<file path="src/rtl/wdq_eye_search.sv">
`timescale 1ns/1ps
module wdq_eye_search #(
  parameter int LANES   = 8,
  parameter int CONSIST = 10,
  parameter int CW      = 8
) (
  input  logic                clk,
  input  logic                rst_n,
  input  logic                start,
  input  logic                test_done,
  input  logic [LANES-1:0]    err_mask,
  input  logic                step_ovf,
  output logic                test_req,
  output logic [LANES-1:0]    step,
  output logic                done,
  output logic                error,
  output logic [LANES*CW-1:0] center
);
  localparam int CSW = $clog2(CONSIST + 1);
  localparam logic [CW:0] TRIM = (CW+1)'(2 * (CONSIST - 1));

  typedef enum logic [2:0] {S_IDLE, S_REQ, S_STP, S_FIN, S_ERR} state_t;

  state_t            st;
  logic              phase;
  logic [LANES-1:0]  active, step_q;
  logic [CW-1:0]     lo   [LANES];
  logic [CW-1:0]     up   [LANES];
  logic [CSW-1:0]    cons [LANES];
  logic [LANES-1:0]  hit, full, adv, retire;
  logic [CW-1:0]     cen  [LANES];
  logic [LANES*CW-1:0] center_q;

  assign hit = phase ? err_mask : ~err_mask;

  for (genvar i = 0; i < LANES; i++) begin : g_lane
    logic [CW:0] sum;
    assign full[i]   = (cons[i] == CSW'(CONSIST));
    assign adv[i]    = active[i] & (~hit[i] | ~full[i]);
    assign retire[i] = active[i] & hit[i] & full[i];
    assign sum       = {1'b0, lo[i]} + {1'b0, up[i]} - TRIM;
    assign cen[i]    = sum[CW:1];
  end

  always_ff @(posedge clk) begin
    if (!rst_n) begin
      st       <= S_IDLE;
      phase    <= 1'b0;
      active   <= '0;
      step_q   <= '0;
      center_q <= '0;
      for (int i = 0; i < LANES; i++) begin
        lo[i] <= '0; up[i] <= '0; cons[i] <= '0;
      end
    end else begin
      case (st)
        S_REQ: begin
          if (test_done) begin
            step_q <= adv;
            active <= active & ~retire;
            for (int i = 0; i < LANES; i++) begin
              if (adv[i]) begin
                if (hit[i]) cons[i] <= cons[i] + 1'b1;
                if (phase) up[i] <= up[i] + 1'b1;
                else       lo[i] <= lo[i] + 1'b1;
              end
            end
            st <= S_STP;
          end
        end
        S_STP: begin
          step_q <= '0;
          if ((|step_q) && step_ovf) begin
            st <= S_ERR;
          end else if (active == '0) begin
            if (!phase) begin
              phase  <= 1'b1;
              active <= '1;
              for (int i = 0; i < LANES; i++) begin
                cons[i] <= '0;
                up[i]   <= lo[i];
              end
              st <= S_REQ;
            end else begin
              for (int i = 0; i < LANES; i++) center_q[i*CW +: CW] <= cen[i];
              st <= S_FIN;
            end
          end else begin
            st <= S_REQ;
          end
        end
        default: begin
          step_q <= '0;
          if (start) begin
            st     <= S_REQ;
            phase  <= 1'b0;
            active <= '1;
            for (int i = 0; i < LANES; i++) begin
              lo[i] <= '0; cons[i] <= '0;
            end
          end
        end
      endcase
    end
  end

  assign test_req = (st == S_REQ);
  assign step     = step_q;
  assign done     = (st == S_FIN);
  assign error    = (st == S_ERR);
  assign center   = center_q;
endmodule


</file>
<file path="config.mk">
export PLATFORM = sky130hd
export DESIGN_NAME = wdq_eye_search
export DESIGN_NICKNAME = d
export VERILOG_FILES = /design/src/rtl/wdq_eye_search.sv
export SDC_FILE = /design/constraint.sdc
export NUM_CORES = 1
export LEC_CHECK = 0
export BUFFER_PORTS_ARGS = -buffer_cell sky130_fd_sc_hd__buf_2
export CAP_MARGIN = 20
export CELL_PAD_IN_SITES_DETAIL_PLACEMENT = 1
export CELL_PAD_IN_SITES_GLOBAL_PLACEMENT = 1
export CORE_UTILIZATION = 45
export DETAILED_ROUTE_END_ITERATION = 10
export HOLD_SLACK_MARGIN = 0.08
export PLACE_DENSITY = 0.79
export SETUP_SLACK_MARGIN = 0.02
export SLEW_MARGIN = 15
export SYNTH_ARGS = -nofsm -noshare
export SYNTH_HDL_FRONTEND = slang
export SYNTH_SLANG_ARGS = --single-unit
</file>
<file path="constraint.sdc">
create_clock -name clk -period 3.1 [get_ports clk]
set_input_delay 0.155 -clock clk [delete_from_list [all_inputs] [get_ports clk]]
set_output_delay 0.155 -clock clk [all_outputs]
set_load 0.01 [all_outputs]
</file>
==> results of run 1 <==
how the worst max path moves through the flow:
stage                           startpoint             endpoint  slack (ns)
floorplan             step[3]$_SDFFE_PN0P_  up[1][16]$_DFFE_PP_        0.65
global placement    active[7]$_SDFFE_PN0P_   up[1][7]$_DFFE_PP_        0.41
detailed placement      st[0]$_SDFFE_PN0P_  up[1][21]$_DFFE_PP_        0.39
CTS                     st[0]$_SDFFE_PN0P_   up[0][7]$_DFFE_PP_        0.38
global route            st[0]$_SDFFE_PN0P_   up[0][6]$_DFFE_PP_        0.30
finish                  st[0]$_SDFFE_PN0P_   up[1][2]$_DFFE_PP_        0.38
cells in the final DEF (no fill, tap or decap), types with 91 or more instances in the layout:
cell and instances:
sky130_fd_sc_hd__buf_2 93, sky130_fd_sc_hd__dfxtp_1 136, sky130_fd_sc_hd__edfxtp_1 108, sky130_fd_sc_hd__ha_1 144, sky130_fd_sc_hd__inv_1 216, sky130_fd_sc_hd__nand2_1 137
sky130_fd_sc_hd__nand3_1 91, sky130_fd_sc_hd__nor2_1 173, sky130_fd_sc_hd__o21ai_0 106, sky130_fd_sc_hd__xnor2_1 98
state kept, by name, indices dropped and copies added, names as in the netlist:
name,flops
lo,64
center,64
st,3
cons,32
step,8
active,8
up,64
phase,1
metrics by stage:
| step | util [%] | area (sq um) |
|---|---|---|
| finish | 51.9 | 16900 |
| global route | 51.9 | 16900 |
| CTS | 51.8 | 16900 |
| detailed placement | 49.0 | 15900 |
| global placement | 49.0 | 15900 |
| floorplan | - | 14900 |
power groups by stage:
stage | Combinational (mW) | Sequential (mW) | Clock [mW]
after floorplan | 0.784 | 3.61 | 0
after global placement | 1.05 | 3.64 | 0
after detailed placement | 1.10 | 3.65 | 0
after CTS | 1.12 | 3.58 | 3.37
after global routing | 1.25 | 3.60 | 3.51
final | 1.11 | 3.59 | 3.32
cell type report:
cell class                 instances  area, sq um  share of cell area (%)
tap                              442          553                    3.27
antenna                            1         2.50                  0.0148
sequential                       244         5970                    35.3
clock inverter                     7         60.1                   0.356
multi-input combinational       1185         7920                    46.9
timing repair buffer             125          721                    4.27
clock buffer                      46          850                    5.03
inverter                         217          815                    4.82
cells by family (layout without fill, tap and decap cells):
kind of cell,count (synthesis),count (layout),share of synthesized area (%)
xor+xnor,137,137,8.06
fa+ha+maj,152,152,13.2
buf+inv,271,395,6.90
simple gates,577,577,18.7
mux,11,11,0.756
flops,244,244,40.1
other cells,0,1,0
compound gates,308,308,12.4
repair_timing:
action	in CTS	in global routing
setup buffers	0	0
hold buffers	1	0
hold endpoints to repair	4	0
worst reg2reg max path: cells and delay by family, from the launching register on:
kind                   cells  cell delay (ns)
and+or+nand+nor            4             1.36
DFF                        1             0.44
buffers and inverters      1             0.30
AOI/OAI and AO/OA          1             0.31
metal layers:
layer  wire (um)  part of all wire (%)  up-vias  GRT usage [%]
li1            -                     -     6003              -
met1       17800                    43     6094           29.5
met2       20800                    51      197           45.2
met3        1610                   3.9       67           3.45
met4         955                   2.3        0           7.63
met5           0                     0        -              0
==> results.sh, run 1 <==
export IMPL_run_status="finished, final reports clean"
export IMPL_finish_cell_count_without_fillers=2267
export IMPL_dpl_hpwl_um=30300
export IMPL_worst_r2r_setup_slack_ns=0.38
export IMPL_synth_top_cells_by_count="sky130_fd_sc_hd__inv_1 (217), sky130_fd_sc_hd__nor2_1 (173), sky130_fd_sc_hd__ha_1 (144), sky130_fd_sc_hd__nand2_1 (137), sky130_fd_sc_hd__dfxtp_1 (136)"
export IMPL_yosys_area_top_type_share_pct=21.8
export IMPL_hold_violations=0
export IMPL_finalWorstPathRequiredPeriod_ns=2.72
export IMPL_synth_area_sq_mm=0.0149
export IMPL_cellInternalPower_mw=5.85
export IMPL_critical_path_slowest_cell="sky130_fd_sc_hd__or4_1"
export IMPL_hold_path_startpoint="test_done"
export IMPL_slew_at_the_pin_closest_to_its_max_slew_limit_ns=0.927
export IMPL_total_nets_after_synthesis=1865
export IMPL_p_seq_share_pct=44.7
export IMPL_antenna_found_initial=1
export IMPL_report_final_setup_viol=0
export IMPL_final_routed_wirelength_across_all_metal_layers_um=41200
export IMPL_cp_max_fo=13
export IMPL_number_of_drc_markers_in_iteration_0=692
export IMPL_num_nets_final=1967
export IMPL_cts_buffers=29
export IMPL_postSynth_asyncResetShare_pct=0
export IMPL_floorplan_io_pins=88
export IMPL_combPwrFrac_pct=13.9
export IMPL_ys_types=57
export IMPL_floorplan_die_area_sq_mm=0.0338
export IMPL_syn_avg_cell_area_sq_um=8.76
export IMPL_dieWidth_um=184
export IMPL_ys_dominant_reg_cell="sky130_fd_sc_hd__dfxtp_1"
export IMPL_minimum_hold_slack_ns=0.115
export IMPL_maxCapViolCount=0
export IMPL_p_clk_share_pct=41.4
export IMPL_dpl_worst_slack_ns=0.391
export IMPL_max_clock_freq_mhz=368
export IMPL_cts_repair_resize_count=0
export IMPL_dr_total_vias=12400
export IMPL_synth_edf_count=108
export IMPL_whs_endpoint="step[1]$_SDFFE_PN0P_"
export IMPL_synth_cells=1700
export IMPL_report_power_total_mw=8.02
export IMPL_rr_startpoint="st[0]$_SDFFE_PN0P_"
export IMPL_n_fill_cell=3895
export IMPL_synth_most_common_cell="sky130_fd_sc_hd__inv_1"
export IMPL_path_cells="nor2_1 -> nand2_1 -> or4_1 -> and2_1 -> o21ai_0 -> buf_2"
export IMPL_cts_buffer_depth=3
export IMPL_first_global_vias=13200
export IMPL_worst_endpoint_arrival_ns=2.96
export IMPL_portBuffers=87
export IMPL_clock_sinks=244
export IMPL_path_buf_inv=1
export IMPL_area_delta_synth_final_pct=13.4
export IMPL_final_layout_size_suffix_gt1_share_pct=9.87
export IMPL_floorplan_die_height_um=184
export IMPL_place_congestion=0.881
export IMPL_firstDrtPassIters=4
export IMPL_critical_path_top_delay_family="simple AND/OR/NAND/NOR gates"
export IMPL_fin_worst_skew_ns=0.0148
export IMPL_post_route_period_util_pct=87.7
export IMPL_place_detailed_instances=2207
export IMPL_h_tree_depth=1
export IMPL_worstPathRequired_ns=3.34
export IMPL_cts_reportedPaths_clkPinSlew_ns=0.06
export IMPL_design_core_area_sq_mm=0.0325
export IMPL_grt_pass1_wl_um=66800
export IMPL_peakVddDrop_mv=0.390
export IMPL_rr_endpoint="up[1][2]$_DFFE_PP_"
export IMPL_setup_worst_path_end_class="flip-flop"
export IMPL_yosysWarningCount=0
export IMPL_synth_yosys_seq_area_share_pct=40.1
export IMPL_grt_setup_unrepaired="no"
export IMPL_synth_seq_cells=244
export IMPL_power_density_mw_per_mm2=475
export IMPL_global_router_s_overall_resource_usage_pct=24.7
export IMPL_setup_worst_path_start_class="flip-flop"
export IMPL_ant_nets=0
export IMPL_min_delay_path_class="in -> reg"
export IMPL_crit_path_max_incr_delay_ns=0.48
export IMPL_drc_markers=0
export IMPL_total_leakage_power_nw=6.93
export IMPL_start_util_pct=45.8
export IMPL_slew_violations=0
export IMPL_tritoncts="yes"
export IMPL_grt_start_max_net_pins=68
export IMPL_grt_overflow_total=0
export IMPL_power_share_switching_pct=27.1
export IMPL_fp_row_count=66
export IMPL_synth_top_cell_by_area="sky130_fd_sc_hd__edfxtp_1"
export IMPL_totalNegativeSetupSlack_ns=0
export IMPL_wire_length_per_cell_um=18.2
export IMPL_r2r_worst_path_cells=6
export IMPL_worst_hold_path_num_cells=3
export IMPL_critPathKind="reg -> reg"
export IMPL_power_switching_mw=2.17
export IMPL_vias_per_cell=5.45
export IMPL_timing_final_ws_setup_ns=0.382
export IMPL_ys_top_cells_by_area="sky130_fd_sc_hd__edfxtp_1 (22%), sky130_fd_sc_hd__dfxtp_1 (18%), sky130_fd_sc_hd__ha_1 (12%), sky130_fd_sc_hd__xnor2_1 (5.8%), sky130_fd_sc_hd__inv_1 (5.5%)"
export IMPL_worst_path_stages=6
export IMPL_insertion_delay_ns=0.55
export IMPL_cts_root_buffer_cell="sky130_fd_sc_hd__clkbuf_16"
export IMPL_relSlewSlack_pct=38.2
Note: power is estimated with default switching activity, not from simulation.
==> run 2: changes to the inputs <==
--- a/config.mk
+++ b/config.mk
@@ -9,9 +9,10 @@
 export CAP_MARGIN = 20
 export CELL_PAD_IN_SITES_DETAIL_PLACEMENT = 1
 export CELL_PAD_IN_SITES_GLOBAL_PLACEMENT = 1
+export CORE_MARGIN = 1.5
 export CORE_UTILIZATION = 45
 export DETAILED_ROUTE_END_ITERATION = 10
-export HOLD_SLACK_MARGIN = 0.08
+export HOLD_SLACK_MARGIN = 0.12
 export PLACE_DENSITY = 0.79
 export SETUP_SLACK_MARGIN = 0.02
 export SLEW_MARGIN = 15
==> results.sh, run 2 (synthesized netlist as in run 1, its figures left out) <==
export IMPL_ant_nets=0
export IMPL_floorplan_die_area_sq_mm=0.0342
export IMPL_grt_pass1_wl_um=67100
export IMPL_vias_per_cell=5.47
export IMPL_setup_worst_path_start_class="flip-flop"
export IMPL_clock_sinks=244
export IMPL_report_final_setup_viol=0
export IMPL_cts_root_buffer_cell="sky130_fd_sc_hd__clkbuf_16"
export IMPL_stdcell_area_sq_mm=0.0170
export IMPL_portBuffers=87
export IMPL_firstDrtPassIters=4
export IMPL_postCtsSetupRepairBufs=0
export IMPL_min_delay_path_class="in -> reg"
export IMPL_maxCapViolCount=0
export IMPL_grt_start_max_net_pins=68
export IMPL_insertion_delay_ns=0.56
export IMPL_critPathKind="reg -> reg"
export IMPL_wire_length_per_cell_um=18.2
export IMPL_cp_max_fo=13
export IMPL_first_global_vias=13000
export IMPL_fp_row_count=66
export IMPL_global_router_s_overall_resource_usage_pct=24.5
export IMPL_placement_cell_area_sq_mm=0.0160
export IMPL_cts_repair_resize_count=0
export IMPL_tritoncts="yes"
export IMPL_cts_buffer_depth=3
export IMPL_fin_worst_skew_ns=0.0218
export IMPL_hold_violations=0
export IMPL_slew_at_the_pin_closest_to_its_max_slew_limit_ns=0.873
export IMPL_drc_markers=0
export IMPL_grt_overflow_total=0
export IMPL_slew_violations=0
export IMPL_worst_endpoint_arrival_ns=2.82
export IMPL_cts_buffers=29
export IMPL_final_layout_size_suffix_gt1_share_pct=9.92
export IMPL_finalWorstPathRequiredPeriod_ns=2.61
export IMPL_place_congestion=0.856
export IMPL_timing_final_ws_setup_ns=0.492
export IMPL_total_leakage_power_nw=6.96
export IMPL_final_common_cell="sky130_fd_sc_hd__inv_1"
export IMPL_max_clock_freq_mhz=383
export IMPL_setup_worst_path_end_class="flip-flop"
export IMPL_antenna_found_initial=0
export IMPL_floorplan_die_height_um=185
export IMPL_post_route_period_util_pct=84.1
export IMPL_run_status="finished, final reports clean"
export IMPL_totalNegativeSetupSlack_ns=0
export IMPL_final_routed_wirelength_across_all_metal_layers_um=41200
export IMPL_peakVddDrop_mv=0.396
export IMPL_num_nets_final=1967
export IMPL_floorplan_io_pins=88
export IMPL_relSlewSlack_pct=41.8
export IMPL_grt_setup_unrepaired="no"
export IMPL_h_tree_depth=1
export IMPL_worstPathRequired_ns=3.31
export IMPL_cts_reportedPaths_clkPinSlew_ns=0.06
export IMPL_start_util_pct=45.8
export IMPL_area_delta_synth_final_pct=13.9
export IMPL_design_core_area_sq_mm=0.0325
export IMPL_dpl_worst_slack_ns=0.524
export IMPL_layout_common_cells="sky130_fd_sc_hd__inv_1 (216), sky130_fd_sc_hd__nor2_1 (173), sky130_fd_sc_hd__ha_1 (144), sky130_fd_sc_hd__nand2_1 (137), sky130_fd_sc_hd__dfxtp_1 (136)"
export IMPL_number_of_drc_markers_in_iteration_0=549
export IMPL_dieWidth_um=185
export IMPL_insertedDiodeCount=0
export IMPL_n_fill_cell=3908
export IMPL_power_density_mw_per_mm2=483
export IMPL_dpl_hpwl_um=30100
export IMPL_dr_total_vias=12400
[run 2: cell types whose count changed in the layout (fill, tap and decap cells not counted), sizes merged]
| cell | delta |
|---|---|
| clkinvlp | +2 |
| clkbuf | -10 |
| clkinv | +5 |
| bufinv | +3 |
| diode | -1 |
| dlygate4sd3 | +1 |
| buf | -1 |
| inv | +1 |
[run 2: repair_timing]
| item | CTS | global route |
|---|---|---|
| hold endpoints to repair | 5 | 0 |
| setup endpoints to repair | 0 | 0 |
| hold buffers | 2 | 0 |
[run 2: path summary, 6_finish.rpt]
path	end	slack [ns]	cells past startpoint	start
max	lo[0][23]$_SDFFCE_PP0P_	0.49	6	st[0]$_SDFFE_PN0P_
min	step[3]$_SDFFE_PN0P_	0.14	4	test_done
max reg2reg	lo[0][23]$_SDFFCE_PP0P_	0.49	6	st[0]$_SDFFE_PN0P_
min reg2reg	center[52]$_SDFFE_PN0P_	0.45	2	center[52]$_SDFFE_PN0P_
[run 2: stage by stage]
step | utilization, % | power [mW] | hold WS, ns | instances
CTS | 52.1 | 8.25 | 0.121 | 2267
global route | 52.1 | 8.52 | 0.169 | 2267
finish | 52.1 | 8.19 | 0.141 | 2267
detailed placement | 49.1 | 4.74 | 0.444 | 2211
floorplan | - | 4.40 | 0.337 | 1700
global placement | 49.1 | 4.69 | 0.437 | 2211
[run 2: final cells by class]
type,count,area (sq um),area share [%]
inverters,217,815,4.80
repair buffers,125,738,4.35
flip-flops and latches,244,5970,35.2
clock buffers,36,772,4.55
well taps,442,553,3.26
multi-input cells,1185,7920,46.7
clock inverters,18,196,1.16
[run 2: where the power goes]
| part | switching, mW | leakage, nW | total [mW] | internal [mW] |
|---|---|---|---|---|
| logic | 0.678 | 4.25 | 1.11 | 0.431 |
| clock network | 1.40 | 0.471 | 3.49 | 2.09 |
| registers | 0.119 | 2.24 | 3.59 | 3.47 |
| total | 2.19 | 6.96 | 8.19 | 5.99 |
[run 2: critical path, stage by stage, from the launching register on]
cell and delay, ns:
sky130_fd_sc_hd__dfxtp_1 0.56, sky130_fd_sc_hd__and4bb_2 0.43, sky130_fd_sc_hd__nand2_1 0.16, sky130_fd_sc_hd__nor2_1 0.18, sky130_fd_sc_hd__buf_4 0.20, sky130_fd_sc_hd__nand2_1 0.26
sky130_fd_sc_hd__nand2_1 0.45
[run 2: metal layers]
| metal | vias up | track usage [%] | wire [um] |
|---|---|---|---|
| li1 | 6010 | - | - |
| met1 | 6092 | 30.5 | 18200 |
| met2 | 219 | 43.9 | 20300 |
| met3 | 79 | 2.87 | 1540 |
| met4 | 0 | 7.74 | 1120 |
| met5 | - | 0 | 0 |
==> run 3: changes to the inputs <==
--- a/config.mk
+++ b/config.mk
@@ -5,6 +5,7 @@
 export SDC_FILE = /design/constraint.sdc
 export NUM_CORES = 1
 export LEC_CHECK = 0
+export ABC_AREA = 1
 export BUFFER_PORTS_ARGS = -buffer_cell sky130_fd_sc_hd__buf_2
 export CAP_MARGIN = 20
 export CELL_PAD_IN_SITES_DETAIL_PLACEMENT = 1
@@ -13,7 +14,7 @@
 export CORE_UTILIZATION = 45
 export DETAILED_ROUTE_END_ITERATION = 10
 export HOLD_SLACK_MARGIN = 0.12
-export PLACE_DENSITY = 0.79
+export PLACE_DENSITY = 0.8
 export SETUP_SLACK_MARGIN = 0.02
 export SLEW_MARGIN = 15
 export SYNTH_ARGS = -nofsm -noshare
==> constraint.sdc (replaced) <==
create_clock -name clk -period 2.6 [get_ports clk]
set_input_delay 0.13 -clock clk [delete_from_list [all_inputs] [get_ports clk]]
set_output_delay 0.13 -clock clk [all_outputs]
set_load 0.01 [all_outputs]
==> results.sh, run 3 <==
export IMPL_cp_common_cell="sky130_fd_sc_hd__dlygate4sd3_1"
export IMPL_syn_avg_cell_area_sq_um=8.04
export IMPL_cp_max_fo=6
export IMPL_hold_violations=0
export IMPL_n_fill_cell=4047
export IMPL_finish_utilization_pct=52.1
export IMPL_cts_root_buffer_cell="sky130_fd_sc_hd__clkbuf_16"
export IMPL_cts_reportedPaths_clkPinSlew_ns=0.06
export IMPL_ys_top_cells_by_area="sky130_fd_sc_hd__edfxtp_1 (22%), sky130_fd_sc_hd__dfxtp_1 (18%), sky130_fd_sc_hd__ha_1 (12%), sky130_fd_sc_hd__inv_1 (8.8%), sky130_fd_sc_hd__nand2_1 (7.8%)"
export IMPL_area_delta_synth_final_pct=13.5
export IMPL_report_final_setup_viol=0
export IMPL_vias_per_cell=5.18
export IMPL_yosysWarningCount=0
export IMPL_cts_buffers=30
export IMPL_peakVddDrop_mv=0.485
export IMPL_synth_yosys_seq_area_share_pct=39.7
export IMPL_grt_setup_unrepaired="no"
export IMPL_portBuffers=87
export IMPL_ant_nets=0
export IMPL_dpl_hpwl_um=29300
export IMPL_fp_row_count=66
export IMPL_dr_total_vias=12600
export IMPL_synth_area_sq_mm=0.0150
export IMPL_total_nets_after_synthesis=2031
export IMPL_path_cells="buf_4 -> xnor2_1 -> a21boi_4 -> nand2_1 -> dlygate4sd3_1 -> a21oi_1 -> dlygate4sd3_1"
export IMPL_finalWorstPathRequiredPeriod_ns=2.46
export IMPL_min_delay_path_class="in -> reg"
export IMPL_global_router_s_overall_resource_usage_pct=23.3
export IMPL_grt_overflow_total=0
export IMPL_number_of_drc_markers_in_iteration_0=530
export IMPL_wire_length_per_cell_um=16.1
export IMPL_run_status="finished, final reports clean"
export IMPL_area_used_by_multi_input_combinational_logic_sq_mm=0.00748
export IMPL_design_core_area_sq_mm=0.0327
export IMPL_crit_path_max_incr_delay_ns=0.56
export IMPL_path_buf_inv=3
export IMPL_critical_path_top_delay_family="buffers and inverters"
export IMPL_drc_markers=0
export IMPL_tritoncts="yes"
export IMPL_dieWidth_um=186
export IMPL_total_leakage_power_nw=7.89
export IMPL_ff_latch_area_sq_mm=0.00597
export IMPL_critPathKind="reg -> reg"
export IMPL_insertion_delay_ns=0.56
export IMPL_floorplan_io_pins=88
export IMPL_totalNegativeSetupSlack_ns=0
export IMPL_synth_most_common_cell="sky130_fd_sc_hd__inv_1"
export IMPL_final_common_cell="sky130_fd_sc_hd__inv_1"
export IMPL_h_tree_depth=1
export IMPL_postSynth_asyncResetShare_pct=0
export IMPL_power_density_mw_per_mm2=592
export IMPL_fin_worst_skew_ns=0.0192
export IMPL_yosys_area_top_type_share_pct=21.6
export IMPL_clock_sinks=244
export IMPL_synth_top_cell_by_area="sky130_fd_sc_hd__edfxtp_1"
export IMPL_worstPathRequired_ns=3.10
export IMPL_start_util_pct=45.9
export IMPL_place_congestion=0.821
export IMPL_maxCapViolCount=0
export IMPL_ys_types=52
export IMPL_synth_cells=1866
export IMPL_floorplan_die_area_sq_mm=0.0345
export IMPL_synth_seq_cells=244
export IMPL_grt_start_max_net_pins=69
export IMPL_max_clock_freq_mhz=406
export IMPL_final_layout_size_suffix_gt1_share_pct=10.4
export IMPL_layout_common_cells="sky130_fd_sc_hd__inv_1 (350), sky130_fd_sc_hd__nand2_1 (313), sky130_fd_sc_hd__a21oi_1 (146), sky130_fd_sc_hd__ha_1 (144), sky130_fd_sc_hd__dfxtp_1 (136)"
export IMPL_worst_endpoint_arrival_ns=2.96
export IMPL_slew_at_the_pin_closest_to_its_max_slew_limit_ns=0.843
export IMPL_final_routed_wirelength_across_all_metal_layers_um=39200
export IMPL_critical_path_slowest_cell="sky130_fd_sc_hd__dlygate4sd3_1"
export IMPL_setup_worst_path_start_class="flip-flop"
export IMPL_synth_edf_count=108
export IMPL_floorplan_die_height_um=186
export IMPL_slew_violations=0
export IMPL_antenna_found_initial=0
export IMPL_setup_worst_path_end_class="flip-flop"
export IMPL_first_global_vias=13300
export IMPL_grt_pass1_wl_um=64800
export IMPL_synth_top_cells_by_count="sky130_fd_sc_hd__inv_1 (350), sky130_fd_sc_hd__nand2_1 (313), sky130_fd_sc_hd__a21oi_1 (146), sky130_fd_sc_hd__ha_1 (144)"
export IMPL_relSlewSlack_pct=43.8
export IMPL_insertedDiodeCount=0
export IMPL_ys_dominant_reg_cell="sky130_fd_sc_hd__dfxtp_1"
export IMPL_firstDrtPassIters=5
export IMPL_num_nets_final=2140
export IMPL_cts_buffer_depth=3
export IMPL_post_route_period_util_pct=94.7
run 3: cell count changes in the layout (fill, tap and decap cells not counted), sizes merged, moves of 26 or more:
cell,before,now
nor2,173,136
inv,218,363
nand2b,26,0
a211oi,27,1
xor2,39,68
xnor2,98,34
a21oi,89,146
nand2,137,320
o22ai,1,40
run 3: kinds of logic (layout without fill, tap and decap cells):
kind of cell | count (synthesis) | after routing | share of synthesized area [%]
adder cells (fa/ha/maj) | 152 | 152 | 13.1
flip-flops | 244 | 244 | 39.7
AND/OR/NAND/NOR | 622 | 622 | 18.6
AO/OA/AOI/OAI | 342 | 342 | 12.1
buffers and inverters | 404 | 537 | 10.5
XOR/XNOR | 102 | 102 | 6.00
run 3: routing by layer:
metal	global-route usage, %	vias up	wire length (um)	part of all wire, %
met4	6.16	0	970	2.5
met1	29.1	6065	17800	45
met2	42.0	209	19000	48
met3	2.88	60	1450	3.7
li1	-	6308	-	-
met5	0	-	0	0
run 3: worst register-to-register path, stage by stage, from the launching register on:
cell,delay [ns]
sky130_fd_sc_hd__dfxtp_1,0.46
sky130_fd_sc_hd__buf_4,0.23
sky130_fd_sc_hd__xnor2_1,0.14
sky130_fd_sc_hd__a21boi_4,0.26
sky130_fd_sc_hd__nand2_1,0.08
sky130_fd_sc_hd__dlygate4sd3_1,0.56
sky130_fd_sc_hd__a21oi_1,0.12
sky130_fd_sc_hd__dlygate4sd3_1,0.55
run 3: metrics by stage:
step | worst slack (ns) | power, mW | hold WS [ns] | area, sq um | instances
after floorplan | 0.521 | 5.55 | 0.273 | 15000 | 1866
after global placement | 0.345 | 5.91 | 0.437 | 16000 | 2377
after detailed placement | 0.250 | 5.99 | 0.435 | 16000 | 2377
after CTS | 0.126 | 10.2 | 0.131 | 17000 | 2441
after global routing | 0.0340 | 10.5 | 0.192 | 17000 | 2441
final | 0.139 | 10.1 | 0.152 | 17000 | 2441
run 3: final timing paths:
kind | startpoint | depth (start not counted) | endpoint | slack, ns
hold / removal | step_ovf | 5 | cons[1][15]$_SDFFE_PP0P_ | 0.15
setup / recovery | phase$_SDFFE_PN0P_ | 7 | step[5]$_SDFFE_PN0P_ | 0.14
setup reg to reg | phase$_SDFFE_PN0P_ | 7 | step[5]$_SDFFE_PN0P_ | 0.14
hold reg to reg | center[35]$_SDFFE_PN0P_ | 2 | center[35]$_SDFFE_PN0P_ | 0.46
run 3: what timing repair did:
item / in CTS / in global routing
endpoints found under the hold margin: 23 / 0
endpoints found under the setup margin: 0 / 3
setup buffers: 0 / 0
hold buffers: 8 / 0
gates resized for setup: 0 / 3
run 3: power by group:
| group | internal (mW) | switching (mW) | leakage (nW) | total, mW |
|---|---|---|---|---|
| combinational | 0.578 | 1.04 | 5.19 | 1.62 |
| sequential | 4.18 | 0.154 | 2.23 | 4.33 |
| clock | 2.47 | 1.66 | 0.469 | 4.13 |
| total | 7.23 | 2.86 | 7.89 | 10.1 |
run 3: area by class of cell:
class                   count  area share (%)
multi-input cells        1218            43.9
flip-flops and latches    244            35.0
inverters                 366            8.11
clock buffers              38            4.71
repair buffers            115            3.98
well taps                 442            3.25
clock inverters            18           0.999
